[src/rtl/pcs_pkg.sv]
package pcs_pkg;
    localparam int SOCK_W = 2;
    localparam int NSOCK  = 2 ** SOCK_W;
    localparam int IRQ_W  = 4;
    localparam int IRQ_N  = 2 ** IRQ_W;
    localparam int OFS_W  = 6;

    typedef enum logic [OFS_W-1:0] {
        OFS_IDENT  = 6'h00,
        OFS_STAT   = 6'h01,
        OFS_PWR    = 6'h02,
        OFS_GCTL   = 6'h03,
        OFS_CHG    = 6'h04,
        OFS_CHGCFG = 6'h05,
        OFS_WIN    = 6'h06
    } reg_ofs_e;

    typedef struct packed {
        logic [1:0] det;
        logic [1:0] bvd;
        logic       wp;
        logic       rdy;
        logic       pgood;
    } pins_t;

    // event vector layout: [2]=detect change, [1]=battery warning, [0]=battery dead
    localparam int EVT_W = 3;

    function automatic logic is_present(input logic [1:0] d);
        return d[1] & d[0];
    endfunction

    function automatic logic is_warn(input logic [1:0] b);
        return (b == 2'b01);
    endfunction

    function automatic logic is_dead(input logic [1:0] b);
        return !b[0];
    endfunction

    function automatic logic [7:0] chg_byte(input logic [EVT_W-1:0] e);
        return {4'b0000, e[2], 1'b0, e[1], e[0]};
    endfunction

    function automatic logic [EVT_W-1:0] cfg_mask(input logic [7:0] c);
        return {c[3], c[1], c[0]};
    endfunction
endpackage

[src/rtl/pcs_sync.sv]
module pcs_sync #(
    parameter int W      = 1,
    parameter int STAGES = 2
) (
    input  logic         clk,
    input  logic         rst,
    input  logic [W-1:0] d,
    output logic [W-1:0] q
);
    logic [W-1:0] chain [STAGES];

    for (genvar g = 0; g < STAGES; g++) begin : g_stage
        if (g == 0) begin : g_first
            always_ff @(posedge clk) begin
                if (rst) chain[g] <= '0;
                else     chain[g] <= d;
            end
        end else begin : g_next
            always_ff @(posedge clk) begin
                if (rst) chain[g] <= '0;
                else     chain[g] <= chain[g-1];
            end
        end
    end

    assign q = chain[STAGES-1];
endmodule

[src/rtl/pcs_socket.sv]
module pcs_socket
    import pcs_pkg::*;
#(
    parameter logic [3:0] REV         = 4'h1,
    parameter int         SYNC_STAGES = 2
) (
    input  logic             clk,
    input  logic             rst,
    input  pins_t            pins_raw,
    input  logic             wr_en,
    input  logic             rd_en,
    input  logic [OFS_W-1:0] ofs,
    input  logic [7:0]       wdata,
    output logic [7:0]       rdata,
    output logic             irq_req,
    output logic [IRQ_W-1:0] irq_num
);
    logic [$bits(pins_t)-1:0] pins_vec;
    pins_t                    pins_s;

    pcs_sync #(.W($bits(pins_t)), .STAGES(SYNC_STAGES)) u_sync (
        .clk (clk),
        .rst (rst),
        .d   (pins_raw),
        .q   (pins_vec)
    );
    assign pins_s = pins_vec;

    logic [1:0] det_prev, bvd_prev;
    logic [EVT_W-1:0] evt, pend_q;
    logic [7:0] pwr_q, gctl_q, cfg_q, win_q;

    always_comb begin
        evt[2] = is_present(pins_s.det) ^ is_present(det_prev);
        evt[1] = is_warn(pins_s.bvd) & !is_warn(bvd_prev);
        evt[0] = is_dead(pins_s.bvd) & !is_dead(bvd_prev);
    end

    always_ff @(posedge clk) begin
        if (rst) begin
            det_prev <= '0;
            bvd_prev <= '0;
        end else begin
            det_prev <= pins_s.det;
            bvd_prev <= pins_s.bvd;
        end
    end

    always_ff @(posedge clk) begin
        if (rst) begin
            pwr_q  <= '0;
            gctl_q <= '0;
            cfg_q  <= '0;
            win_q  <= '0;
        end else if (wr_en) begin
            case (reg_ofs_e'(ofs))
                OFS_PWR:    pwr_q  <= wdata;
                OFS_GCTL:   gctl_q <= wdata;
                OFS_CHGCFG: cfg_q  <= wdata;
                OFS_WIN:    win_q  <= wdata;
                default:    ;
            endcase
        end
    end

    // read-to-clear; an event arriving in the clearing cycle survives
    always_ff @(posedge clk) begin
        if (rst)                             pend_q <= '0;
        else if (rd_en && ofs == OFS_CHG)    pend_q <= evt;
        else                                 pend_q <= pend_q | evt;
    end

    always_comb begin
        case (reg_ofs_e'(ofs))
            OFS_IDENT:  rdata = {4'h8, REV};
            OFS_STAT:   rdata = {1'b0, pins_s.pgood & pwr_q[4], pins_s.rdy,
                                 pins_s.wp, pins_s.det, pins_s.bvd};
            OFS_PWR:    rdata = pwr_q;
            OFS_GCTL:   rdata = gctl_q;
            OFS_CHG:    rdata = chg_byte(pend_q);
            OFS_CHGCFG: rdata = cfg_q;
            OFS_WIN:    rdata = win_q;
            default:    rdata = 8'h00;
        endcase
    end

    assign irq_req = |(pend_q & cfg_mask(cfg_q));
    assign irq_num = cfg_q[7:4];
endmodule

[src/rtl/pcs_irq_route.sv]
module pcs_irq_route #(
    parameter int NSRC  = 4,
    parameter int NUM_W = 4,
    localparam int NLINES = 2 ** NUM_W
) (
    input  logic [NSRC-1:0]            req,
    input  logic [NSRC-1:0][NUM_W-1:0] num,
    output logic [NLINES-1:0]          lines
);
    always_comb begin
        lines = '0;
        for (int s = 0; s < NSRC; s++) begin
            if (req[s]) lines[num[s]] = 1'b1;
        end
    end
endmodule

[src/rtl/pcs_ctl.sv]
module pcs_ctl
    import pcs_pkg::*;
#(
    parameter logic [3:0] REV         = 4'h3,
    parameter int         SYNC_STAGES = 2
) (
    input  logic               clk,
    input  logic               rst,
    input  logic               bus_sel,
    input  logic               bus_wr,
    input  logic               bus_rd,
    input  logic [7:0]         bus_wdata,
    output logic [7:0]         bus_rdata,
    input  logic [2*NSOCK-1:0] card_det,
    input  logic [2*NSOCK-1:0] bat_sense,
    input  logic [NSOCK-1:0]   wr_prot,
    input  logic [NSOCK-1:0]   card_rdy,
    input  logic [NSOCK-1:0]   pwr_good,
    output logic [IRQ_N-1:0]   irq_lines
);
    logic [7:0]                    idx_q;
    logic [SOCK_W-1:0]             sock_sel;
    logic [OFS_W-1:0]              ofs;
    logic [7:0]                    sock_rdata [NSOCK];
    logic [NSOCK-1:0]              sock_req;
    logic [NSOCK-1:0][IRQ_W-1:0]   sock_num;

    always_ff @(posedge clk) begin
        if (rst)                     idx_q <= '0;
        else if (bus_wr && !bus_sel) idx_q <= bus_wdata;
    end

    assign sock_sel = idx_q[7:6];
    assign ofs      = idx_q[OFS_W-1:0];

    for (genvar s = 0; s < NSOCK; s++) begin : g_sock
        pins_t raw;
        logic  hit;
        assign raw = {card_det[2*s +: 2], bat_sense[2*s +: 2],
                      wr_prot[s], card_rdy[s], pwr_good[s]};
        assign hit = bus_sel && (sock_sel == SOCK_W'(s));

        pcs_socket #(.REV(REV), .SYNC_STAGES(SYNC_STAGES)) u_sock (
            .clk      (clk),
            .rst      (rst),
            .pins_raw (raw),
            .wr_en    (bus_wr && hit),
            .rd_en    (bus_rd && hit),
            .ofs      (ofs),
            .wdata    (bus_wdata),
            .rdata    (sock_rdata[s]),
            .irq_req  (sock_req[s]),
            .irq_num  (sock_num[s])
        );
    end

    assign bus_rdata = sock_rdata[sock_sel];

    pcs_irq_route #(.NSRC(NSOCK), .NUM_W(IRQ_W)) u_route (
        .req   (sock_req),
        .num   (sock_num),
        .lines (irq_lines)
    );
endmodule

[config.mk]
export PLATFORM = sky130hd
export DESIGN_NAME = pcs_ctl
export DESIGN_NICKNAME = d
export VERILOG_FILES = /design/src/rtl/pcs_pkg.sv /design/src/rtl/pcs_sync.sv /design/src/rtl/pcs_socket.sv /design/src/rtl/pcs_irq_route.sv /design/src/rtl/pcs_ctl.sv
export SDC_FILE = /design/constraint.sdc
export NUM_CORES = 1
export LEC_CHECK = 0
export BUFFER_PORTS_ARGS = -buffer_cell sky130_fd_sc_hd__buf_4
export CAP_MARGIN = 20
export CORE_ASPECT_RATIO = 2
export CORE_UTILIZATION = 51
export CTS_BUF_LIST = sky130_fd_sc_hd__clkbuf_4 sky130_fd_sc_hd__clkbuf_8 sky130_fd_sc_hd__clkbuf_16
export CTS_CLUSTER_SIZE = 30
export DETAILED_ROUTE_END_ITERATION = 7
export PLACE_DENSITY = 0.69
export SLEW_MARGIN = 20
export SYNTH_ARGS = -nofsm -noshare
export SYNTH_HDL_FRONTEND = slang
export SYNTH_SLANG_ARGS = --single-unit
[constraint.sdc]
create_clock -name clk -period 6.5 [get_ports clk]
set_input_delay 1.95 -clock clk [delete_from_list [all_inputs] [get_ports clk]]
set_output_delay 1.95 -clock clk [all_outputs]
set_load 0.05 [all_outputs]
==> results of run 1 <==
worst max path at each step:
stage | to | from | cells after the start
3_5_place_dp | bus_rdata[6] | idx_q[2] | 6
5_1_grt | bus_rdata[6] | idx_q[2] | 6
4_1_cts | bus_rdata[6] | idx_q[2] | 6
6_report | bus_rdata[6] | idx_q[2] | 6
3_3_place_gp | bus_rdata[6] | idx_q[2] | 6
2_1_floorplan | bus_rdata[2] | idx_q[3] | 7
worst register-to-register path: cells and delay by family (launching register included):
| kind | cells | cell delay [ns] |
|---|---|---|
| compound gates | 1 | 0.08 |
| flops | 1 | 0.74 |
| simple gates | 4 | 2.13 |
stage by stage:
step	worst slack (ns)	util	hold slack (ns)	area, sq um
after floorplan	2.495	-	0.4138	9447
final	0.8919	0.5764	0.4273	10500
after CTS	0.9187	0.5763	0.4375	10500
after detailed placement	1.453	0.5413	0.4204	9862
after global routing	0.6634	0.5764	0.4485	10500
after global placement	1.529	0.5413	0.4169	9862
flip-flops by register name (all words and copies together) (netlist names):
name                        flops
g_sock.u_sock.pend_q           12
g_sock.u_sock.gctl_q           32
g_sock.u_sock.u_sync.chain     56
g_sock.u_sock.pwr_q            32
idx_q                           8
g_sock.u_sock.win_q            32
g_sock.u_sock.cfg_q            32
g_sock.u_sock.det_prev          8
g_sock.u_sock.bvd_prev          8
layout make-up:
cell class / instances / area (sq um)
repair buffers: 70 / 529.3
well taps: 216 / 270.3
inverters: 3 / 11.26
clock inverters: 11 / 126.4
flip-flops and latches: 220 / 4404
multi-input cells: 732 / 4649
clock buffers: 22 / 510.5
fillers: 1683 / 7716
cells in the final DEF (no fill, tap or decap), drive strengths merged, types with 15 or more instances in the layout:
cell type / synthesis / final
a21oi: 72 / 72
a222oi: 15 / 15
a22oi: 39 / 39
buf: 27 / 70
clkbuf: 55 / 22
dfxtp: 220 / 220
mux2i: 98 / 98
nand2: 89 / 89
nand3: 42 / 42
nor2: 135 / 135
nor2b: 91 / 91
o21ai: 38 / 38
routing by layer:
layer  up-vias  GRT usage  part of all wire
met2       404     0.5702              0.50
met1      3799     0.3401              0.34
met4         0     0.2797             0.095
li1       3666          -                 -
met3       145    0.04818             0.060
met5         -          0                 0
logic make-up (layout without fill, tap and decap cells):
| group | after synthesis | count (layout) |
|---|---|---|
| DFF | 220 | 220 |
| xor gates and xnor gates | 4 | 4 |
| and+or+nand+nor | 408 | 408 |
| muxes | 99 | 99 |
| AOI/OAI and AO/OA | 221 | 221 |
| buffers and inverters | 85 | 106 |
report_power, final:
group	leakage, nW	internal, mW	total (mW)	switching, mW
Combinational	1.46	0.0633	0.194	0.130
Clock	0.308	0.652	1.16	0.511
Sequential	1.79	1.37	1.39	0.0219
==> results.json, run 1 <==
{
  "status": "complete, but fails checks",
  "violations": "design-rule violations",
  "min_to": "g_sock[1].u_sock.u_sync.chain[1][2]",
  "ys_seq_elements": 220,
  "route.detailed.drc": 7,
  "ff2ff_path_depth": 5,
  "worstHoldStart": "g_sock[1].u_sock.u_sync.chain[0][2]",
  "hold_buffers": 0,
  "synth_compound_area_frac": 0.1596,
  "setup_viol": 0,
  "grt_pass1_wl_mm": 46.90,
  "portBuffers": 64,
  "cp_cell_sequence": "or4b_1 > nor2_4 > a2111oi_0 > a311oi_1 > a31o_1 > buf_4",
  "power_mw": 2.750,
  "synth_most_common_cell": "dfxtp_1",
  "maxCapViolations": 0,
  "nNetsFinal": 1087,
  "cts.sinks": 220,
  "dp.cells": 1241,
  "syn_inst": 1037,
  "slew_viol_final": 0,
  "yosysWarningCount": 0,
  "cts_resized": 0,
  "clock_latency_ns": 0.49,
  "vias": 8014,
  "synth_edf_count": 0,
  "cp_data_arrival_time_ns": 3.66,
  "synth_xor_area_frac": 0.003709,
  "overflow": 0,
  "finalCritPeriodShare": 0.8628,
  "timing.rr.end": "g_sock[0].u_sock.win_q[7]",
  "wl_mm": 30.98,
  "synth_ff_type": "dfxtp_1",
  "synth_fa_ha_area_frac": 0,
  "grt_usage": 0.3274,
  "netlist_top_cells_area": "dfxtp_1 (47%), mux2i_1 (10%), nor2b_1 (6.0%)",
  "fin_skew_ns": 0.01500,
  "cp-start-kind": "register",
  "fp.coreArea_sq_um": 18220,
  "drive_above_1_share": 0.1314,
  "rows": 70,
  "cp_top_family": "simple AND/OR/NAND/NOR gates",
  "hold_depth": 1,
  "htreeDepth": 1,
  "yosysSeqAreaShare": 0.4662,
  "clk_pin_slew_ns": 0.08,
  "ios": 65,
  "peakVddDrop_v": 0.0002708,
  "antenna_found_initial": 0,
  "avgSynthCellArea_sq_um": 9.110,
  "path_buf_inv": 1,
  "synthTopCellsByCount": "dfxtp_1 (220), nor2_1 (121), mux2i_1 (98)",
  "finalWeightedCongestion": 0.9499,
  "grt_setup_unrepaired": "false",
  "postCtsSetupRepairBufs": 0,
  "synth-simple-area-share": 0.2236,
  "ys_types": 62,
  "power_density_nw_per_um2": 261.9,
  "cts_tree": "yes",
  "worst_pin_slew_ns": 1.052,
  "diodes": 0,
  "cpMaxStageDelayCell": "or4b_1",
  "synth_top_family_by_area": "simple AND/OR/NAND/NOR gates",
  "required_ns": 4.55,
  "yosys.area.top_type": "dfxtp_1",
  "crit_path_max_incr_delay_ns": 0.75,
  "p_leak_nw": 3.560,
  "die_x_um": 98.24,
  "final.min_clock_period_ns": 5.608,
  "cts-root-buf": "clkbuf_16",
  "finalHoldViolCount": 0,
  "synthMuxAreaShare": 0.1050,
  "rrSetupSlack_ns": 3.37,
  "path_max_fanout": 31,
  "relSlewSlack": 0.2986,
  "hpwl_mm": 21.78,
  "yosysTopAreaCellShare": 0.4662,
  "worst_setup_path_end_kind": "output pin",
  "grt_max_degree": 134,
  "async_flop_share": 0,
  "clockBufferDepth": 3,
  "reg2reg_from": "idx_q[2]",
  "syn_to_final_growth_pct": 11.17,
  "dr.pass1.iters": 8,
  "wl_per_cell_um": 24.32,
  "fin_setup_tns_ns": 0,
  "dr.first_iter.drc_count": 800,
  "final_cells": 1274,
  "fmax_mhz": 178.3,
  "grt_pass1_vias": 7930,
  "die_h_um": 194.5,
  "worstSetupPathType": "register to output pin",
  "initial_core_util": 0.5185,
  "cts_inserted_buffers": 19,
  "die_area_sq_um": 19100,
  "syn-cell-area_sq_um": 9447,
  "via_per_inst": 6.290,
  "ant_nets": 0,
  "hold_class": "register to register",
  "syn_nets": 1078
}
No activity file was read; power rests on OpenSTA's default activity.
==> run 2, diff against run 1 <==
--- a/config.mk
+++ b/config.mk
@@ -12,7 +12,7 @@
 export CTS_BUF_LIST = sky130_fd_sc_hd__clkbuf_4 sky130_fd_sc_hd__clkbuf_8 sky130_fd_sc_hd__clkbuf_16
 export CTS_CLUSTER_SIZE = 30
 export DETAILED_ROUTE_END_ITERATION = 7
-export PLACE_DENSITY = 0.69
+export PLACE_DENSITY = 0.75
 export SLEW_MARGIN = 20
 export SYNTH_ARGS = -nofsm -noshare
 export SYNTH_HDL_FRONTEND = slang
==> run 2 against run 1 <==
  * Sequential cell count stayed put
  * Critical path type unchanged
  * Global-route usage is 1.3 points lower
  * Power is 1.5% higher
  * Utilization is 0.096 points higher
  * Combinational power hardly changed
  * Worst hold slack better by 0.0085 ns
  * Sequential share of layout area is 0.070 points lower
  * Die area stayed put
  * The run still ends with design-rule violations left
  * Largest cell class unchanged
  * Critical endpoint unchanged
==> results.json, run 2 (synthesis gave the netlist of run 1 again) <==
{
  "initial_core_util": 0.5185,
  "reg2reg_from": "idx_q[1]",
  "clock_latency_ns": 0.50,
  "cts_resized": 0,
  "wl_mm": 30.08,
  "worst_setup_path_end_kind": "output pin",
  "finalCritPeriodShare": 0.8734,
  "cts-root-buf": "clkbuf_16",
  "grt_usage": 0.3147,
  "cp-start-kind": "register",
  "layout_commonest_cell": "dfxtp_1",
  "ff2ff_path_depth": 5,
  "setup_viol": 0,
  "clockPowerShare": 0.431,
  "cp_data_arrival_time_ns": 3.73,
  "clk_pin_slew_ns": 0.07,
  "portBuffers": 64,
  "hold_buffers": 0,
  "peakVddDrop_v": 0.0002244,
  "drive_above_1_share": 0.1313,
  "dr.first_iter.drc_count": 974,
  "hold_class": "register to register",
  "hpwl_mm": 20.62,
  "via_per_inst": 6.302,
  "die_area_sq_um": 19100,
  "crit_path_max_incr_delay_ns": 0.81,
  "die_h_um": 194.5,
  "maxCapViolations": 0,
  "nNetsFinal": 1087,
  "timing.rr.end": "g_sock[1].u_sock.pwr_q[5]",
  "swShare": 0.2374,
  "worstHoldStart": "g_sock[0].u_sock.u_sync.chain[0][5]",
  "route.detailed.drc": 12,
  "grt_pass1_vias": 7845,
  "postCtsSetupRepairBufs": 0,
  "wl_per_cell_um": 23.59,
  "cp_cell_sequence": "or4b_1 > nor2_4 > a2111oi_0 > a311oi_1 > a31o_1 > buf_4",
  "clockBufferDepth": 3,
  "path_max_fanout": 31,
  "finalWeightedCongestion": 0.9888,
  "largest_register_ffs": 56,
  "relSlewSlack": 0.2648,
  "ant_nets": 0,
  "hold_depth": 1,
  "slew_viol_final": 0,
  "power_density_nw_per_um2": 265.2,
  "rrSetupSlack_ns": 3.12,
  "rows": 70,
  "seq_power_share": 0.499,
  "grt_pass1_wl_mm": 45.37,
  "fp.coreArea_sq_um": 18220,
  "dr.pass1.iters": 8,
  "final_cell_mix": "dfxtp_1 (220), nor2_1 (121), mux2i_1 (98), nor2b_1 (91), nand2_1 (88)",
  "violations": "design-rule violations",
  "cts_inserted_buffers": 19,
  "worstSetupPathType": "register to output pin",
  "overflow": 0,
  "diodes": 0,
  "status": "complete, but fails checks",
  "p_leak_nw": 3.574,
  "required_ns": 4.55,
  "worst_pin_slew_ns": 1.101,
  "grt_setup_unrepaired": "false",
  "fin_setup_tns_ns": 0,
  "net-switching-power_mw": 0.6623,
  "grt_max_degree": 92,
  "vias": 8035,
  "min_to": "g_sock[0].u_sock.u_sync.chain[1][5]",
  "cpMaxStageDelayCell": "dfxtp_1",
  "htreeDepth": 1,
  "finalHoldViolCount": 0,
  "utilization": 0.5774,
  "syn_to_final_growth_pct": 11.35,
  "die_x_um": 98.24,
  "cts_tree": "yes",
  "antenna_found_initial": 0,
  "ios": 65,
  "fin_skew_ns": 0.008385,
  "final.min_clock_period_ns": 5.677,
  "fmax_mhz": 176.1,
  "p_int_mw": 2.128,
  "top_register": "g_sock.u_sock.u_sync.chain",
  "cts.sinks": 220,
  "power_frac_comb": 0.069,
  "fill_cells": 1613
}
==> run 2: changes by cell type in the layout (fill, tap and decap cells not counted), sizes merged <==
cell / change
bufinv: +1
inv: -1
clkinvlp: -1
clkbuf: +2
==> run 2: worst max path at each step <==
stage                     cells past startpoint      from  slack [ns]      endpoint
final                                         6  idx_q[2]        0.82  bus_rdata[6]
after global routing                          6  idx_q[2]        0.71  bus_rdata[6]
after CTS                                     6  idx_q[2]        0.86  bus_rdata[6]
after detailed placement                      6  idx_q[2]        1.40  bus_rdata[6]
after global placement                        6  idx_q[2]        1.47  bus_rdata[6]
after floorplan                               7  idx_q[3]        2.50  bus_rdata[2]
==> run 2: worst max-delay path: cells and delay by family, from the launching register on <==
kind                   cells  cell delay (ns)
AO/OA/AOI/OAI              3             0.73
AND/OR/NAND/NOR            2             1.49
buffers and inverters      1             0.20
flip-flops                 1             0.81
==> run 2: final cells by class <==
class / instances / area, sq um / share of cell area
Sequential cell: 220 / 4404 / 0.4187
Timing Repair Buffer: 70 / 529.3 / 0.05032
Tap cell: 216 / 270.3 / 0.02569
Inverter: 3 / 11.26 / 0.001071
Clock buffer: 24 / 519.2 / 0.04936
Multi-Input combinational cell: 732 / 4647 / 0.4418
Clock inverter: 10 / 137.6 / 0.01308
==> run 2: power groups by stage <==
stage	Clock [mW]	Sequential, mW	Combinational [mW]
floorplan	0	1.41	0.132
global placement	0	1.42	0.188
detailed placement	0	1.42	0.189
CTS	1.21	1.39	0.190
global route	1.27	1.39	0.203
finish	1.20	1.39	0.193
==> run 2: per-layer routing <==
layer	GRT usage	vias to the layer above	wire (um)
met4	0.2250	0	2468
met2	0.5754	411	15480
met5	0	-	0
met1	0.3262	3802	10230
li1	-	3679	-
met3	0.03848	143	1899
==> run 2: stage by stage <==
step | instances | area (sq um) | hold slack, ns | total power [mW] | worst slack [ns]
global route | 1275 | 10520 | 0.4445 | 2.863 | 0.7074
floorplan | 1037 | 9447 | 0.4138 | 1.543 | 2.495
CTS | 1275 | 10520 | 0.4365 | 2.796 | 0.8591
detailed placement | 1241 | 9862 | 0.4204 | 1.612 | 1.405
global placement | 1241 | 9862 | 0.4185 | 1.611 | 1.467
finish | 1275 | 10520 | 0.4358 | 2.790 | 0.8227
